===== config.mk =====
export PLATFORM = sky130hd
export DESIGN_NAME = wrlock_guard
export DESIGN_NICKNAME = d
export VERILOG_FILES = /design/src/rtl/wrlock_pkg.sv /design/src/rtl/wrlock_key_decode.sv /design/src/rtl/wrlock_step_next.sv /design/src/rtl/wrlock_guard.sv
export SDC_FILE = /design/constraint.sdc
export NUM_CORES = 1
export LEC_CHECK = 0
export ABC_AREA = 1
export CAP_MARGIN = 30
export CORE_MARGIN = 5
export CORE_UTILIZATION = 45
export DETAILED_ROUTE_END_ITERATION = 10
export DONT_BUFFER_PORTS = 1
export GPL_ROUTABILITY_DRIVEN = 1
export PLACE_DENSITY = 0.66
export SLEW_MARGIN = 10
export SYNTH_ARGS = -nofsm -noshare
export SYNTH_HDL_FRONTEND = slang
export SYNTH_HIERARCHICAL = 1
export SYNTH_SLANG_ARGS = --single-unit

===== constraint.sdc =====
create_clock -name clk -period 1.8 [get_ports clk]
set_clock_uncertainty 0.2 [all_clocks]
set_input_delay 0.09 -clock clk [delete_from_list [all_inputs] [get_ports clk]]
set_output_delay 0.09 -clock clk [all_outputs]
set_load 0.05 [all_outputs]

===== src/rtl/wrlock_pkg.sv =====
package wrlock_pkg;

    // Matcher position; the order is the sequence the keys are walked in
    typedef enum logic [2:0] {
        M_IDLE  = 3'd0,
        M_K1    = 3'd1,
        M_K2    = 3'd2,
        M_OPEN  = 3'd3,
        M_D3    = 3'd4,
        M_D4    = 3'd5,
        M_D5    = 3'd6
    } mode_e;

    // Classification of one write against the key steps
    typedef struct packed {
        logic lead;      // first byte of either string
        logic second;    // second byte of either string
        logic unlock;    // third byte of the opening key
        logic erase_go;  // third byte of the release string
        logic release_b; // last byte of the release string
    } key_t;

    typedef struct packed {
        mode_e mode;
        logic  ok;
    } regs_t;

endpackage


===== src/rtl/wrlock_key_decode.sv =====
module wrlock_key_decode
    import wrlock_pkg::*;
#(
    parameter int                        ADDR_W    = 17,
    parameter int                        DATA_W    = 8,
    parameter int                        NUM_ALT   = 2,
    parameter logic [ADDR_W-1:0]         MAIN_ADDR = 17'h05555,
    parameter logic [NUM_ALT*ADDR_W-1:0] ALT_ADDRS = {17'h0AAAA, 17'h02AAA},
    parameter logic [DATA_W-1:0]         B_LEAD    = 8'hAA,
    parameter logic [DATA_W-1:0]         B_SECOND  = 8'h55,
    parameter logic [DATA_W-1:0]         B_UNLOCK  = 8'hA0,
    parameter logic [DATA_W-1:0]         B_ERASE   = 8'h80,
    parameter logic [DATA_W-1:0]         B_RELEASE = 8'h20
) (
    input  logic [ADDR_W-1:0] addr,
    input  logic [DATA_W-1:0] data,
    output key_t              key
);

    logic [NUM_ALT-1:0] alt_hit;
    logic               main_hit;
    logic               any_alt;

    // One full-width comparator per alternate second-step address
    for (genvar g = 0; g < NUM_ALT; g++) begin : g_alt
        assign alt_hit[g] = (addr == ALT_ADDRS[g*ADDR_W +: ADDR_W]);
    end

    assign main_hit = (addr == MAIN_ADDR);
    assign any_alt  = |alt_hit;

    always_comb begin
        key.lead      = main_hit && (data == B_LEAD);
        key.second    = any_alt  && (data == B_SECOND);
        key.unlock    = main_hit && (data == B_UNLOCK);
        key.erase_go  = main_hit && (data == B_ERASE);
        key.release_b = main_hit && (data == B_RELEASE);
    end

endmodule


===== src/rtl/wrlock_step_next.sv =====
module wrlock_step_next
    import wrlock_pkg::*;
(
    input  mode_e mode,
    input  key_t  key,
    input  logic  wr_vld,
    input  logic  page_end,
    input  logic  prot,
    output mode_e mode_nxt,
    output logic  commit,
    output logic  set_prot,
    output logic  clr_prot
);

    logic brk;

    always_comb begin
        mode_nxt = mode;
        commit   = 1'b0;
        set_prot = 1'b0;
        clr_prot = 1'b0;
        brk      = 1'b0;

        if (wr_vld) begin
            case (mode)
                M_OPEN: begin
                    // Granted page: data lands and the lock engages
                    commit   = 1'b1;
                    set_prot = 1'b1;
                end
                M_K1: begin
                    if (key.second) begin
                        mode_nxt = M_K2;
                        commit   = !prot;
                    end else begin
                        brk = 1'b1;
                    end
                end
                M_K2: begin
                    if (key.unlock) begin
                        mode_nxt = M_OPEN;
                        commit   = !prot;
                    end else if (key.erase_go) begin
                        mode_nxt = M_D3;
                    end else begin
                        brk = 1'b1;
                    end
                end
                M_D3: begin
                    if (key.lead) mode_nxt = M_D4;
                    else          brk      = 1'b1;
                end
                M_D4: begin
                    if (key.second) mode_nxt = M_D5;
                    else            brk      = 1'b1;
                end
                M_D5: begin
                    if (key.release_b) begin
                        mode_nxt = M_IDLE;
                        clr_prot = 1'b1;
                    end else begin
                        brk = 1'b1;
                    end
                end
                default: brk = 1'b1;
            endcase

            // Ordinary write, or one that abandons a partial string
            if (brk) begin
                commit   = !prot;
                mode_nxt = key.lead ? M_K1 : M_IDLE;
            end
        end

        // Page close ends a grant, after this cycle's write is handled
        if (page_end && (mode_nxt == M_OPEN)) begin
            mode_nxt = M_IDLE;
        end
    end

endmodule


===== src/rtl/wrlock_guard.sv =====
module wrlock_guard
    import wrlock_pkg::*;
#(
    parameter int ADDR_W = 17,
    parameter int DATA_W = 8
) (
    input  logic              clk,
    input  logic              rst_n,
    input  logic              wr_vld,
    input  logic [ADDR_W-1:0] wr_addr,
    input  logic [DATA_W-1:0] wr_data,
    input  logic              page_end,
    output logic              wr_ok,
    output logic              prot_on
);

    localparam regs_t REGS_RST = '{mode: M_IDLE, ok: 1'b0};

    regs_t state_d, state_q;
    logic  prot_d;
    logic  prot_q = 1'b0;  // as-delivered value; not touched by rst_n

    key_t  key;
    mode_e mode_nxt;
    logic  commit, set_prot, clr_prot;

    wrlock_key_decode #(
        .ADDR_W (ADDR_W),
        .DATA_W (DATA_W)
    ) u_dec (
        .addr (wr_addr),
        .data (wr_data),
        .key  (key)
    );

    wrlock_step_next u_next (
        .mode     (state_q.mode),
        .key      (key),
        .wr_vld   (wr_vld),
        .page_end (page_end),
        .prot     (prot_q),
        .mode_nxt (mode_nxt),
        .commit   (commit),
        .set_prot (set_prot),
        .clr_prot (clr_prot)
    );

    always_comb begin
        state_d      = state_q;
        state_d.mode = mode_nxt;
        state_d.ok   = commit;
        prot_d       = prot_q;
        if (rst_n) begin
            if (set_prot)      prot_d = 1'b1;
            else if (clr_prot) prot_d = 1'b0;
        end
    end

    always_ff @(posedge clk or negedge rst_n) begin
        if (!rst_n) state_q <= REGS_RST;
        else        state_q <= state_d;
    end

    always_ff @(posedge clk) begin
        prot_q <= prot_d;
    end

    assign wr_ok   = state_q.ok;
    assign prot_on = prot_q;

endmodule


==> run_results.csv <==
group,metric,value,unit
setup_path,rr_worst_depth,14,
synth,syn_nets,183,
sta,setup_viol,0,
setup_path,cp-start-kind,"register",
placement,dp_hpwl,1640,um
floorplan,core_area,0.00171,mm2
routing,wire_per_inst,10.3,um
setup_path,path_cells,"inv_4 > nand2_1 > nand2_2 > inv_1 > nand2_1 > nand2_1 > nor2_2 > nand2_1 > nand2_1 > nand2_1 > nand2_2 > inv_1 > nand2_1 > inv_1",
synth,synth_seq_cells,5,
setup_path,reg2reg_to,"state_q[1]$_DFF_PN0_",
synth,synth.area.top_cells,"nand2_1, inv_1, nor2_1",
routing,drcViolationCount,0,
sta,tightest_slew,446,ps
sta,fmax,592,MHz
routing,met1_length,862,um
final_layout,final_util,55.2,%
min_path,hold_start,"wr_data[7]",
setup_path,required,1740,ps
routing,antenna_left,0,
clock_tree,clock_latency,250,ps
setup_path,cp_data_arrival_time,1630,ps
sta,grt_setup_unrepaired,"true",
setup_path,max_stage_delay,450,ps
global_route,grt_pass1_vias,794,
clock_tree,htreeDepth,1,
global_route,grt_max_degree,10,
floorplan,die_area,0.00271,mm2
routing,wl_met3,159,um
power,p_leak,0.489,nW
routing,vias,935,
routing,viasPerCell,4.92,
global_route,overflow,0,
clock_tree,numCtsBuffers,3,
min_path,hold_path.class,"input port to register",
synth,synth_area,796,um2
sta,slew_headroom,70.3,%
sta,slew_viol_final,0,
min_path,min_path_cells,7,
final_layout,areaGrowthSynthToFinish,18.4,%
setup_path,critical_path_buf_inv_count,4,
floorplan,fp.dieW,52.1,um
job,cap_violations,0,
power,power_per_cell_area,627,mW/mm2
setup_path,worstReg2RegStart,"state_q[1]$_DFF_PN0_",
clock_tree,clk_pin_slew,50,ps
synth,synth_top_area_share,20.3,%
synth,synth_cell_type_count,22,
floorplan,num_rows,15,
routing,highest_layer,"met4",
synth,synthesis.instances,154,
final_layout,antennaDiodeCount,0,
global_route,grt_pass1_wl,3040,um
final_layout,mostFrequentLayoutCell,"nand2_1",
setup_path,cp-end-kind,"register",
routing,first_pass_iters,4,
placement,numPortBuffers,0,
setup_path,path_delay_family,"simple AND/OR/NAND/NOR gates",
clock_tree,cts_buffer_depth,2,
routing,drt_iter0_drc,27,
min_path,worst_hold_path.endpoint,"prot_on$_SDFFCE_PP1P_",
final_layout,fin_nets,195,
clock_tree,root_buffer,"clkbuf_4",
global_route,grt_usage,15.1,%
power,peakVddDrop,0.376,mV
clock_tree,tritoncts,"yes",
global_route,antenna_found_initial,0,
sta,period_share,93.9,%
setup_path,path_class,"register to register",
synth,syn_area_per_cell,5.17,um2
synth,yosys.area.top_type,"nand2_1",
placement,place_congestion,0.928,
synth,synth-seq-area-share,16.4,%
floorplan,pin_count,31,
clock_tree,cts_sinks,5,
synth,ys_warn_count,6,
routing,wl,1950,um
floorplan,chipHeight,52.1,um
sta,hold_viol,0,
routing,wl_met2,896,um
setup_path,slowest_stage,"dfrtp_2",
setup_path,cp_max_fo,5,
power,total_power,590,uW
setup_path,crit_top_cell,"nand2_1",
final_layout,drive_gt1_share,17.0,%
sta,fin_crit,1690,ps
setup_path,reg2reg_slack,110,ps
floorplan,start_util,46.6,%
final_layout,final_cell_mix,"nand2_1, inv_1, nor2_1, nand3_1, nor3_1",
outcome,status,"complete, no violations",
-- report_power, final --
group | switching, mW | total (mW) | internal, mW
sequential | 0.0437 | 0.176 | 0.133
clock | 0.0537 | 0.138 | 0.0843
combinational | 0.169 | 0.276 | 0.107
-- sequential cells by signal (all words and copies together), names as in the netlist --
name,count
wr_ok,1
prot_on,1
state_q,3
-- final cells by class --
type / count / area, um2
clock buffer: 4 / 26.3
fill: 166 / 766
inverter: 34 / 133
multi-input combinational: 114 / 548
sequential: 5 / 134
tap: 25 / 31.3
timing repair buffer: 8 / 70.1
-- worst max path at each step --
stage | end | depth (start not counted) | slack, ps | start
floorplan | state_q[1]$_DFF_PN0_ | 15 | 160 | wr_addr[5]
global placement | state_q[1]$_DFF_PN0_ | 15 | -50 | wr_addr[5]
detailed placement | state_q[1]$_DFF_PN0_ | 13 | -60 | wr_addr[5]
CTS | state_q[1]$_DFF_PN0_ | 14 | 50 | state_q[1]$_DFF_PN0_
global route | state_q[1]$_DFF_PN0_ | 14 | -20 | state_q[1]$_DFF_PN0_
finish | state_q[1]$_DFF_PN0_ | 14 | 110 | state_q[1]$_DFF_PN0_
-- stage by stage --
stage                     setup TNS (ps)  instances  setup WS (ps)  instance area, um2  hold WS, ps
after detailed placement           -84.4        180          -63.4                 835         -405
after floorplan                        0        154            161                 796         -406
after global routing               -27.3        190          -17.7                 942          262
after global placement             -46.7        180          -46.7                 835         -405
final                                  0        190            110                 942          202
after CTS                              0        188           47.5                 901          198
-- worst reg2reg max path, delay by kind of cell (launching register included) --
| kind | cells | cell delay, ps |
|---|---|---|
| buffers and inverters | 4 | 210 |
| flip-flops | 1 | 450 |
| AND/OR/NAND/NOR | 10 | 730 |
-- what timing repair did --
action                                  CTS  global route
resized for setup                         0            10
setup buffers                             0             2
endpoints found under the setup margin    0             3
endpoints found under the hold margin    10             4
hold buffers                              4             1
-- cells in the mapped netlist --
| master | count |
|---|---|
| nor2_2 | 4 |
| nand3_1 | 11 |
| a21oi_2 | 1 |
| a21oi_1 | 1 |
| nand2_2 | 2 |
| nand4_1 | 3 |
| nor2_4 | 1 |
| nand3_2 | 3 |
| o21ai_0 | 3 |
| o211ai_1 | 1 |
| nor3_1 | 7 |
| inv_2 | 3 |
| or2_0 | 1 |
| nand2_4 | 1 |
| dfrtp_1 | 4 |
| inv_1 | 31 |
| nand3b_1 | 1 |
| edfxtp_1 | 1 |
| nor2_1 | 30 |
| nand2_1 | 43 |
| a21o_1 | 1 |
| buf_4 | 1 |
-- cells by family (layout without fill, tap and decap cells) --
kind of cell / Yosys count / count (layout) / share of synthesized area, %
compound gates: 7 / 7 / 5.50
buf+inv: 35 / 46 / 17.0
simple gates: 107 / 107 / 61.2
flops: 5 / 5 / 16.4
-- routing by layer --
| metal | GRT usage, % | up-vias |
|---|---|---|
| met4 | 7.42 | 0 |
| met3 | 3.44 | 4 |
| met5 | 0 | - |
| met1 | 19.7 | 402 |
| li1 | - | 490 |
| met2 | 23.2 | 39 |
Note: power is estimated with default switching activity, not from simulation.
